$ cat src/rtl/mtimer_pkg.sv
package mtimer_pkg;

    typedef enum logic {
        CH_HALT = 1'b0,
        CH_RUN  = 1'b1
    } ch_state_e;

    // register offsets inside one channel window (window size 0x20)
    localparam logic [4:0] OFS_CFG    = 5'h00;
    localparam logic [4:0] OFS_RELOAD = 5'h04;
    localparam logic [4:0] OFS_CUR    = 5'h08;
    localparam logic [4:0] OFS_OVF    = 5'h0C;
    localparam logic [4:0] OFS_STAT   = 5'h10;
    localparam logic [4:0] OFS_CLR    = 5'h14;
    localparam logic [4:0] OFS_MASK   = 5'h18;

    // registers inside window 0
    localparam logic [4:0] OFS_GCTRL  = 5'h00;
    localparam logic [4:0] OFS_REV    = 5'h10;

endpackage

$ cat src/rtl/mtimer_chan.sv
module mtimer_chan
    import mtimer_pkg::*;
#(
    parameter int CNT_W = 32
) (
    input  logic             clk,
    input  logic             rst_n,
    input  logic             glb_en,
    input  logic             wr_cfg,
    input  logic             wr_reload,
    input  logic             wr_clr,
    input  logic             wr_mask,
    input  logic [CNT_W-1:0] wdata,
    input  logic             snap,
    output logic             cfg_q,
    output logic [CNT_W-1:0] reload_q,
    output logic [CNT_W-1:0] cnt_q,
    output logic [CNT_W-1:0] hold_q,
    output logic [CNT_W-1:0] ovf_q,
    output logic             stat_q,
    output logic             mask_q,
    output logic             irq_o
);

    ch_state_e state_q, state_nx;
    logic      run_en;
    logic      expire;

    assign run_en = glb_en & cfg_q;
    assign expire = (state_q == CH_RUN) && run_en && (cnt_q == '0);
    assign irq_o  = stat_q & mask_q;

    // state register
    always_ff @(posedge clk or negedge rst_n) begin
        if (!rst_n) state_q <= CH_HALT;
        else        state_q <= state_nx;
    end

    // transitions: start, stop, stay
    always_comb begin
        state_nx = state_q;
        unique case (state_q)
            CH_HALT: if (run_en)  state_nx = CH_RUN;
            CH_RUN:  if (!run_en) state_nx = CH_HALT;
        endcase
    end

    // outputs and datapath
    always_ff @(posedge clk or negedge rst_n) begin
        if (!rst_n) begin
            cfg_q    <= 1'b0;
            reload_q <= '0;
            cnt_q    <= '0;
            hold_q   <= '0;
            ovf_q    <= '0;
            stat_q   <= 1'b0;
            mask_q   <= 1'b0;
        end else begin
            if (wr_cfg)    cfg_q    <= wdata[0];
            if (wr_reload) reload_q <= wdata;
            if (wr_mask)   mask_q   <= wdata[0];
            if (snap)      hold_q   <= cnt_q;

            unique case (state_q)
                CH_HALT: if (run_en) cnt_q <= reload_q;
                CH_RUN: begin
                    if (run_en) cnt_q <= (cnt_q == '0) ? reload_q : cnt_q - 1'b1;
                end
            endcase

            if (expire) ovf_q <= ovf_q + 1'b1;

            if (expire)                 stat_q <= 1'b1;
            else if (wr_clr && wdata[0]) stat_q <= 1'b0;
        end
    end

endmodule

$ cat src/rtl/mtimer_rdmux.sv
module mtimer_rdmux
    import mtimer_pkg::*;
#(
    parameter int                NUM_CH = 4,
    parameter int                CNT_W  = 32,
    parameter int                ADDR_W = 8,
    parameter logic [CNT_W-1:0]  REV    = 32'h0001_0000
) (
    input  logic [ADDR_W-1:0]             addr,
    input  logic                          glb_q,
    input  logic [NUM_CH-1:0]             cfg_all,
    input  logic [NUM_CH-1:0][CNT_W-1:0]  reload_all,
    input  logic [NUM_CH-1:0][CNT_W-1:0]  hold_all,
    input  logic [NUM_CH-1:0][CNT_W-1:0]  ovf_all,
    input  logic [NUM_CH-1:0]             stat_all,
    input  logic [NUM_CH-1:0]             mask_all,
    output logic [CNT_W-1:0]              rvalue
);

    localparam int WIN_W = ADDR_W - 5;

    logic [WIN_W-1:0] win;
    logic [4:0]       ofs;

    assign win = addr[ADDR_W-1:5];
    assign ofs = addr[4:0];

    always_comb begin
        rvalue = '0;
        if (win == '0) begin
            if (ofs == OFS_GCTRL)    rvalue = CNT_W'(glb_q);
            else if (ofs == OFS_REV) rvalue = REV;
        end else begin
            for (int i = 0; i < NUM_CH; i++) begin
                if (win == WIN_W'(i + 1)) begin
                    case (ofs)
                        OFS_CFG:    rvalue = CNT_W'(cfg_all[i]);
                        OFS_RELOAD: rvalue = reload_all[i];
                        OFS_CUR:    rvalue = hold_all[i];
                        OFS_OVF:    rvalue = ovf_all[i];
                        OFS_STAT:   rvalue = CNT_W'(stat_all[i]);
                        OFS_MASK:   rvalue = CNT_W'(mask_all[i]);
                        default:    rvalue = '0;
                    endcase
                end
            end
        end
    end

endmodule

$ cat src/rtl/mtimer_bank.sv
module mtimer_bank
    import mtimer_pkg::*;
#(
    parameter int                NUM_CH = 4,
    parameter int                CNT_W  = 32,
    parameter int                ADDR_W = 8,
    parameter logic [CNT_W-1:0]  REV    = 32'h0001_0000
) (
    input  logic              clk,
    input  logic              rst_n,
    input  logic              wr_en,
    input  logic              rd_en,
    input  logic [ADDR_W-1:0] addr,
    input  logic [CNT_W-1:0]  wdata,
    output logic [CNT_W-1:0]  rdata,
    output logic [NUM_CH-1:0] irq_ch,
    output logic              irq
);

    localparam int WIN_W = ADDR_W - 5;

    logic                         glb_q;
    logic [WIN_W-1:0]             win;
    logic [4:0]                   ofs;
    logic [NUM_CH-1:0]            cfg_all;
    logic [NUM_CH-1:0]            stat_all;
    logic [NUM_CH-1:0]            mask_all;
    logic [NUM_CH-1:0][CNT_W-1:0] reload_all;
    logic [NUM_CH-1:0][CNT_W-1:0] cnt_all;
    logic [NUM_CH-1:0][CNT_W-1:0] hold_all;
    logic [NUM_CH-1:0][CNT_W-1:0] ovf_all;
    logic [CNT_W-1:0]             rvalue;

    assign win = addr[ADDR_W-1:5];
    assign ofs = addr[4:0];

    always_ff @(posedge clk or negedge rst_n) begin
        if (!rst_n) begin
            glb_q <= 1'b0;
            rdata <= '0;
        end else begin
            if (wr_en && win == '0 && ofs == OFS_GCTRL) glb_q <= wdata[0];
            if (rd_en) rdata <= rvalue;
        end
    end

    for (genvar i = 0; i < NUM_CH; i++) begin : g_ch
        logic sel;
        assign sel = (win == WIN_W'(i + 1));

        mtimer_chan #(.CNT_W(CNT_W)) u_chan (
            .clk       (clk),
            .rst_n     (rst_n),
            .glb_en    (glb_q),
            .wr_cfg    (wr_en && sel && ofs == OFS_CFG),
            .wr_reload (wr_en && sel && ofs == OFS_RELOAD),
            .wr_clr    (wr_en && sel && ofs == OFS_CLR),
            .wr_mask   (wr_en && sel && ofs == OFS_MASK),
            .wdata     (wdata),
            .snap      (rd_en && sel && ofs == OFS_OVF),
            .cfg_q     (cfg_all[i]),
            .reload_q  (reload_all[i]),
            .cnt_q     (cnt_all[i]),
            .hold_q    (hold_all[i]),
            .ovf_q     (ovf_all[i]),
            .stat_q    (stat_all[i]),
            .mask_q    (mask_all[i]),
            .irq_o     (irq_ch[i])
        );
    end

    assign irq = |irq_ch;

    mtimer_rdmux #(
        .NUM_CH (NUM_CH),
        .CNT_W  (CNT_W),
        .ADDR_W (ADDR_W),
        .REV    (REV)
    ) u_rdmux (
        .addr       (addr),
        .glb_q      (glb_q),
        .cfg_all    (cfg_all),
        .reload_all (reload_all),
        .hold_all   (hold_all),
        .ovf_all    (ovf_all),
        .stat_all   (stat_all),
        .mask_all   (mask_all),
        .rvalue     (rvalue)
    );

endmodule

$ cat config.mk
export PLATFORM = sky130hd
export DESIGN_NAME = mtimer_bank
export DESIGN_NICKNAME = d
export VERILOG_FILES = /design/src/rtl/mtimer_pkg.sv /design/src/rtl/mtimer_chan.sv /design/src/rtl/mtimer_rdmux.sv /design/src/rtl/mtimer_bank.sv
export SDC_FILE = /design/constraint.sdc
export NUM_CORES = 1
export LEC_CHECK = 0
export BUFFER_PORTS_ARGS = -buffer_cell sky130_fd_sc_hd__buf_4
export CORE_ASPECT_RATIO = 0.6
export CORE_MARGIN = 2
export CORE_UTILIZATION = 57
export CTS_CLUSTER_DIAMETER = 150
export DETAILED_ROUTE_END_ITERATION = 6
export GPL_ROUTABILITY_DRIVEN = 1
export PLACE_DENSITY_LB_ADDON = 0.15
export SETUP_SLACK_MARGIN = 0.15
export SLEW_MARGIN = 20
export SYNTH_ARGS = -nofsm -noshare
export SYNTH_HDL_FRONTEND = slang
export SYNTH_SLANG_ARGS = --single-unit
export TNS_END_PERCENT = 50
$ cat constraint.sdc
create_clock -name clk -period 2.5 [get_ports clk]
set_input_delay 0.5 -clock clk [delete_from_list [all_inputs] [get_ports clk]]
set_output_delay 0.5 -clock clk [all_outputs]
set_load 0.01 [all_outputs]
Word-level counts from Yosys, hierarchy flattened
Cells that the tools add are included.
Word-level totals
  register bits: 561
  input port bits: 44
  word-level logic and storage cells: 168
Operators by class
  bitwise gates (word level): 12
  muxes and demuxes: 39
  reduce and logical (&&, ||, !) cells: 57
  add/subtract/negate cells: 8
  equality and inequality tests: 18
Operators by type and width (count)
  $pmux 32 s6: 4
  $mux 32: 18
  $pmux 32 s2: 4
  $add 32x1->32 const B: 4
  $logic_not 32->1: 4
  $sub 32x1->32 const B: 4
  $logic_and 1x1->1: 42
  $mux 17: 1
  $eq 5x5->1 const B: 3
  $mux 1: 12
  $eq 5x4->1 const B: 2
  $and 1x1->1: 8
  $ne 2x1->1 const B: 4
  $ne 2x2->1 const B: 4
  $reduce_and 2->1: 4
  $reduce_bool 2->1: 4
  $eq 3x2->1 const B: 2
  $eq 5x3->1 const B: 1
  $logic_not 5->1: 1
  $not 1->1: 4
  $reduce_or 4->1: 1
  $eq 3x1->1 const B: 1
  $eq 3x3->1 const B: 1
  $logic_not 3->1: 1

Logic depth before layout (Yosys ltp)
Gate-level depths: netlist of run 1.
  depth after elaboration: 7
  gate-level depth with buffers: 11

Cells and area by module
From an unflattened synthesis of run 1, not the netlist that was laid out.
Second synthesis, totals
  cell total of the unflattened synthesis: 2827
  area total of the unflattened synthesis: 30175.2 sq um
Modules (own cells, without submodules)
  mtimer_chan: cells each 540, area each 6148.4 sq um, sequential area each 3303.2 sq um, instances 4
  mtimer_rdmux: cells each 558, area each 4146.5 sq um, sequential area each 0.0 sq um, instances 1
  mtimer_bank: cells each 109, area each 1435.1 sq um, sequential area each 825.8 sq um, instances 1

Least setup slack after synthesis of run 1
No wires, ideal clock.
  path kind: reg2reg
  from: reg g_ch[2].u_chan.cnt_q[0]
  to: reg g_ch[2].u_chan.cnt_q[30]
  buffers on the path: 1
  setup time: 0.079 ns
  required time: 2.421 ns
  clock period less this slack: 2.620 ns
  cell stages (with the launch flop): 10
  slack: -0.120 ns
  arrival: 2.540 ns
  cells stage by stage: dfrtp_1 inv_1 ha_1 or3b_2 clkbuf_1 nor3_2 nand2_1 or4b_1 a21oi_1 a2bb2oi_1
On the way
  cells in the longest elaborated chain, start to end: 4
  elaborated cells between the ends (all ways): 5
  those cells by class: add/sub (1); mux (3); reduce/logical (1)
RTL lines
  start, declared: line mtimer_chan.sv:17  | output logic [CNT_W-1:0] cnt_q,
  start signal, assigned: line mtimer_chan.sv:65  | CH_HALT: if (run_en) cnt_q <= reload_q;
  start signal, assigned: line mtimer_chan.sv:67  | if (run_en) cnt_q <= (cnt_q == '0) ? reload_q : cnt_q - 1'b1;
  $sub 32x1->32 / $logic_not 32->1 (equally long branches): line mtimer_chan.sv:67
  $mux 32 * (2 in a row): line mtimer_chan.sv:67
  $pmux 32 s2 *: line mtimer_chan.sv:64  | unique case (state_q)
Mark *: on every way between the ends. The rest lies on a longest branch, timed or not. The select of a mux whose other input is x is not followed.
A chain may end at the register's enable or synchronous reset.

Worst setup path in the final report of run 1
  from: reg g_ch[1].u_chan.cnt_q[18]
  to: reg g_ch[1].u_chan.cnt_q[9]
On the way
  cells in the longest elaborated chain, start to end: 4
RTL lines (line)
  start, declared: mtimer_chan.sv:17
  start signal, assigned: mtimer_chan.sv:65
  start signal, assigned: mtimer_chan.sv:67
  $logic_not 32->1: mtimer_chan.sv:67
  $mux 32 (2 in a row): mtimer_chan.sv:67
  $pmux 32 s2: mtimer_chan.sv:64
Every way passes these cells. The select of a mux whose other input is x is not followed.

==> results of run 1 <==
[cell families after synthesis]
family / Yosys count / share of synthesized area (%)
flops: 561 / 48.8
mux: 330 / 12.9
fa+ha+maj: 12 / 0.522
buf+inv: 265 / 3.66
simple gates: 868 / 15.3
xor+xnor: 124 / 3.78
compound gates: 661 / 15.0
[registers in the layout, summed over array words and instances (netlist names), 32 cells and up]
| register | cells |
|---|---|
| g_ch.u_chan.cnt_q | 128 |
| g_ch.u_chan.hold_q | 128 |
| g_ch.u_chan.ovf_q | 128 |
| g_ch.u_chan.reload_q | 128 |
| rdata | 32 |
[final cells by class]
class	count	area share, %
multi-input combinational	1995	41.7
antenna	2	0.0138
timing repair buffer	456	11.4
inverter	73	0.782
sequential	561	38.9
clock inverter	18	0.557
clock buffer	78	4.49
tap	650	2.25
[per-layer routing]
| metal | vias to the layer above | global-route usage (%) |
|---|---|---|
| met3 | 261 | 13.5 |
| met2 | 1660 | 56.4 |
| met1 | 13200 | 61.8 |
| met5 | - | 0 |
| met4 | 0 | 14.4 |
| li1 | 11100 | - |
[cell usage after synthesis, drive strengths merged (72+ instances only)]
cell	instances	area share, %
mux2	327	13
nand3	154	2.7
clkbuf	147	1.9
inv	72	0.94
nor2	154	2.0
o21ai	159	2.8
nand2	223	2.9
nor3	77	1.4
xnor2	96	2.9
a22oi	141	3.7
dfrtp	561	49
a21oi	144	2.5
[power by group through the flow]
stage          logic (mW)  clock network [mW]  registers, mW
6_report             4.82                8.60           9.60
5_1_grt              5.04                8.96           9.61
4_1_cts              4.02                8.62           9.57
3_5_place_dp         3.74                   0           9.73
3_3_place_gp         3.68                   0           9.72
2_1_floorplan        1.90                   0           9.63
[metrics by stage]
| step | setup TNS, ns | setup WS, ns | hold WS (ns) | utilization [%] |
|---|---|---|---|---|
| 2_1_floorplan | -0.0329 | -0.0126 | 0.204 | - |
| 3_3_place_gp | -0.181 | -0.130 | 0.455 | 65.1 |
| 3_5_place_dp | -0.442 | -0.109 | 0.464 | 65.1 |
| 4_1_cts | 0 | 0.0197 | 0.223 | 69.9 |
| 5_1_grt | -1.82 | -0.103 | 0.226 | 72.9 |
| 6_report | -0.367 | -0.0447 | 0.237 | 72.9 |
[worst paths after layout]
| kind | from | endpoint | slack [ns] | cells past startpoint |
|---|---|---|---|---|
| max | g_ch[1].u_chan.cnt_q[18] | g_ch[1].u_chan.cnt_q[9] | -0.04 | 8 |
| min | wdata[27] | g_ch[2].u_chan.reload_q[27] | 0.24 | 2 |
| max reg2reg | g_ch[1].u_chan.cnt_q[18] | g_ch[1].u_chan.cnt_q[9] | -0.04 | 8 |
| min reg2reg | g_ch[1].u_chan.ovf_q[31] | g_ch[1].u_chan.ovf_q[31] | 0.49 | 1 |
| max in group asynchronous | rst_n | g_ch[2].u_chan.cnt_q[11] | 1.08 | 3 |
| min in group asynchronous | rst_n | g_ch[1].u_chan.cnt_q[24] | 0.47 | 2 |
[cell usage in the layout (no fill, tap or decap), types with 11 or more instances in the layout]
cell type / instances
nand4_1: 67
xor2_1: 28
nand3_1: 139
or3_4: 11
nor3_1: 56
a21oi_1: 128
inv_1: 68
a21oi_2: 16
o21ai_1: 27
o21ai_2: 11
xnor2_1: 83
o221ai_1: 22
buf_12: 35
nor3_2: 11
nor4_1: 28
a2bb2oi_1: 15
a31oi_1: 15
a22oi_1: 138
a32oi_1: 11
nand3_2: 11
clkbuf_8: 16
xnor2_2: 13
clkbuf_16: 59
dfrtp_1: 547
o21ai_0: 121
buf_6: 36
or4_4: 18
dfrtp_2: 14
o22a_1: 15
nand2_1: 207
buf_4: 373
nand2_4: 11
nor2_1: 126
o22ai_1: 35
nor4_4: 13
mux2_2: 326
and3_1: 33
nor2_4: 20
[repair_timing]
| item | in CTS | in global routing |
|---|---|---|
| endpoints found under the setup margin | 188 | 214 |
| buffers inserted | 21 | 32 |
| hold endpoints to repair | 25 | 0 |
| hold buffers | 1 | 0 |
| gates cloned | 2 | 7 |
| pin swaps | 30 | 121 |
| gates resized for setup | 90 | 270 |
[worst max-delay path: stages, from the launching register on]
cell and delay [ns]:
dfrtp_1 0.40, or4_4 0.52, or4_4 0.54, o31a_1 0.39, buf_6 0.16, clkbuf_16 0.17
nor2_2 0.08, a31o_2 0.10, a21oi_1 0.05
==> out/summary.txt, run 1 <==
CTS Buf Count -> 53
Setup crit end kind -> register
Clk sinks -> 561
Port bufs -> 80
Initial Util -> 58.0%
Final Power -> 23.0 mW
Design area -> 36100 um^2
I/O pin count -> 81
P_sw -> 6.88 mW
Combinational Power Share -> 20.9%
Worst VDD drop -> 660 uV
Synth Instances -> 2821
Crit start category -> register
Cell Pwr Density -> 637 nW/um^2
Clock root cell -> clkbuf_16
Asr flop ratio synth -> 100%
CP Max Fanout -> 10
Antenna-violating nets left -> 0
Sw frac -> 29.9%
Int Pwr -> 16.1 mW
Hpwl dp -> 79100 um
Largest net degree at the start of global routing -> 94
Routed len/inst -> 29.1 um
RSZ-0062 raised after global routing -> yes
Top Layer Used -> met4
Fraction of power consumed by sequential logic -> 41.7%
DRC -> 0
Clock Latency Late Sink -> 0.61 ns
Sequential cell area -> 14100 um^2
Critical path type -> register to register
Final Non-Filler Cells -> 3833
H-tree level count -> 2
Metal2 WL -> 45200 um
Multi-input logic area -> 15100 um^2
RePlAce Congestion -> 1.00
Synth Register Bits -> 561
F_max -> 393 MHz
Initial antenna violation count -> 5
Arr. time, crit path -> 3.02 ns
Total track usage -> 41.6%
Via Count -> 26200
Crit path required time -> 2.97 ns
Setup violators final -> 17
Post-Syn Area -> 28800 um^2
Fill count -> 3514
Placed cell areas -> 32300 um^2
Slew @ Worst Pin -> 0.787 ns
Layout cells sized above 1 -> 35.4%
Vias in the first global route -> 24500
Syn Nets -> 2877
Full die area -> 52300 um^2
Top_reg_cell synth -> dfrtp_1
Avg Cell Area, Syn -> 10.2 um^2
Met1 WL -> 46400 um
Min Clock Period, post-route -> 2.54 ns
Clk pwr share -> 37.4%
CTS tree -> built
Post-synth EDFFs -> 0
First-pass GRT wire length -> 161000 um
Initial DRC Count -> 3590
Synth warn -> 0
Library cells used by synthesis -> 77
Outcome -> finished with violations
Worst Skew -> 0.0243 ns
Core Rows -> 63
DRT Wirelength -> 111000 um
Pleak -> 16.8 nW
Clock buffer depth -> 3
Core Area -> 49600 um^2
Total congestion overflow -> 0
Synth-to-Final Area Change -> 25.7%
Placed cells -> 3672
Final worst slack -> -0.0447 ns
Pre-antenna DRT Iters -> 7
Register area share after synthesis -> 48.8%
Max-cap viol count -> 0
Final hold violation count -> 0
Failing checks -> negative setup slack
Wire length on met3 -> 15200 um
# nets final -> 3196
DR vias/cell -> 6.84
Min-Delay Path Class -> input pin to register
Die H -> 178 um
Worst-path clk slew -> 0.07 ns
Die W -> 294 um
Final Cycle Share -> 102%
Max-slew headroom -> 47.5%
Fin. max-slew vios -> 0
No activity file was read; power rests on OpenSTA's default activity.
==> inputs of run 2 (changes only) <==
- PLACE_DENSITY_LB_ADDON: 0.15 -> 0.2
==> out/summary.txt, run 2 (synthesis gave the netlist of run 1 again) <==
Failing checks -> negative setup slack
Largest net degree at the start of global routing -> 100 (+6.4%)
Outcome -> finished with violations
Sw frac -> 29.6% (-0.29 points)
Via Count -> 26400 (+0.83%)
Int Pwr -> 16.7 mW (+3.4%)
Die W -> 294 um (unchanged)
Vias in the first global route -> 24600 (+0.58%)
Slew @ Worst Pin -> 0.806 ns (+0.0185 ns)
Fin. max-slew vios -> 0 (unchanged)
Commonest non-fill, non-tap cell in the layout -> dfrtp_1
Worst-path clk slew -> 0.07 ns (about the same)
Worst VDD drop -> 542 uV (-18%)
Final Non-Filler Cells -> 3854 (+0.55%)
Port bufs -> 80 (unchanged)
Synth-to-Final Area Change -> 26.4%
Antenna-violating nets left -> 0 (unchanged)
Initial Util -> 58.0% (unchanged)
Initial antenna violation count -> 12 (+7)
Total track usage -> 40.5% (-1.0 points)
Final hold violation count -> 0 (unchanged)
Min Clock Period, post-route -> 2.58 ns (+0.0357 ns)
Placed cells -> 3683 (+0.30%)
Final worst slack -> -0.0803 ns (-0.0357 ns)
Layout cells sized above 1 -> 35.5% (+0.059 points)
P_sw -> 7.02 mW (+2.0%)
Initial DRC Count -> 3508 (-2.3%)
CTS Buf Count -> 53 (unchanged)
Crit path required time -> 2.98 ns (about the same)
Max-slew headroom -> 46.3% (-1.2 points)
RePlAce Congestion -> 1.16 (+16%)
DRT Wirelength -> 109000 um (-2.3%)
DR vias/cell -> 6.86 (+0.29%)
Pleak -> 16.7 nW (-0.28%)
Die H -> 178 um (unchanged)
CP Max Fanout -> 4 (-6)
Routed len/inst -> 28.2 um (-2.8%)
RSZ-0062 raised after global routing -> yes
Clk pwr share -> 38.6% (+1.2 points)
Fraction of power consumed by sequential logic -> 40.4% (-1.3 points)
Setup crit end kind -> register
Max-cap viol count -> 0 (unchanged)
Setup violators final -> 10 (-7)
Total congestion overflow -> 0 (unchanged)
Crit start category -> register
Clock root cell -> clkbuf_16
First-pass GRT wire length -> 158000 um (-1.8%)
Pre-antenna DRT Iters -> 7 (unchanged)
Most frequent cells in the layout -> dfrtp_1, buf_4, mux2_2
Min-Delay Path Class -> input pin to register
Worst Skew -> 0.0258 ns (+0.00159 ns)
Core Area -> 49600 um^2 (unchanged)
Fin util -> 73.3% (+0.42 points)
Total negative slack -> -0.346 ns (+0.0217 ns)
Core Rows -> 63 (unchanged)
Hpwl dp -> 77800 um (-1.6%)
H-tree level count -> 2 (unchanged)
Arr. time, crit path -> 3.06 ns (+0.04 ns)
CTS tree -> built
Cell Pwr Density -> 652 nW/um^2 (+2.4%)
I/O pin count -> 81 (unchanged)
Final Cycle Share -> 103% (+1.4 points)
Critical path type -> register to register
# nets final -> 3198 (+0.063%)
Clock buffer depth -> 3 (unchanged)
Clock Latency Late Sink -> 0.61 ns (about the same)
F_max -> 388 MHz (-1.4%)
DRC -> 0 (unchanged)
Full die area -> 52300 um^2 (unchanged)
Combinational Power Share -> 21.0% (about the same)
Clk sinks -> 561 (unchanged)
## run 2: final timing paths
check / startpoint / endpoint / slack, ns / cells past startpoint
worst max-delay path: g_ch[3].u_chan.cnt_q[30] / g_ch[3].u_chan.ovf_q[28] / -0.08 / 7
worst min-delay path: wdata[28] / g_ch[0].u_chan.reload_q[28] / 0.23 / 2
worst max register to register: g_ch[3].u_chan.cnt_q[30] / g_ch[3].u_chan.ovf_q[28] / -0.08 / 7
worst min register to register: g_ch[3].u_chan.ovf_q[31] / g_ch[3].u_chan.ovf_q[31] / 0.48 / 1
max in group asynchronous: rst_n / g_ch[3].u_chan.cnt_q[16] / 1.16 / 3
min in group asynchronous: rst_n / g_ch[1].u_chan.cnt_q[31] / 0.37 / 2
## run 2: repair_timing
item	4_1_cts	5_1_grt
hold buffers	1	0
buffers inserted	21	23
hold endpoints to repair	26	0
gates cloned	1	8
endpoints found under the setup margin	152	219
pin swaps	26	92
gates resized for setup	66	257
## run 2: power groups by stage
stage | registers, mW | logic [mW] | clock network [mW]
finish | 9.59 | 4.97 | 9.16
detailed placement | 9.72 | 3.71 | 0
floorplan | 9.63 | 1.90 | 0
CTS | 9.55 | 3.96 | 9.15
global placement | 9.71 | 3.66 | 0
global route | 9.60 | 5.19 | 9.53
## run 2: critical path, stage by stage (launching register included)
cell and delay, ns:
dfrtp_1 0.41, nor4_4 0.40, nand4_1 0.17, or4_4 0.59, or3_4 0.38, buf_6 0.16
nand3b_1 0.20, xnor2_1 0.16
## run 2: cell type report
| type | instances | area [um^2] |
|---|---|---|
| Sequential cell | 561 | 14000 |
| Clock inverter | 25 | 380 |
| Inverter | 73 | 274 |
| Antenna cell | 17 | 42.5 |
| Tap cell | 650 | 813 |
| Timing Repair Buffer | 458 | 4120 |
| Multi-Input combinational cell | 1995 | 15100 |
| Clock buffer | 75 | 1590 |
| Fill cell | 3419 | 13200 |
## run 2: stage by stage
stage	worst slack, ns	power (mW)	hold slack [ns]	area (um^2)
after floorplan	-0.0126	11.5	0.204	28900
after global placement	-0.0635	13.4	0.401	32300
after detailed placement	-0.0429	13.4	0.402	32300
after CTS	0.0363	22.7	0.211	34800
after global routing	-0.130	24.3	0.213	36300
final	-0.0803	23.7	0.234	36400
## run 2: per-layer routing
layer / up-vias / track usage, % / part of all wire [%]
met3: 359 / 15.3 / 14
li1: 11100 / - / -
met2: 1834 / 55.0 / 40
met5: - / 2.25 / 0.16
met1: 13200 / 58.2 / 40
met4: 4 / 15.8 / 4.8
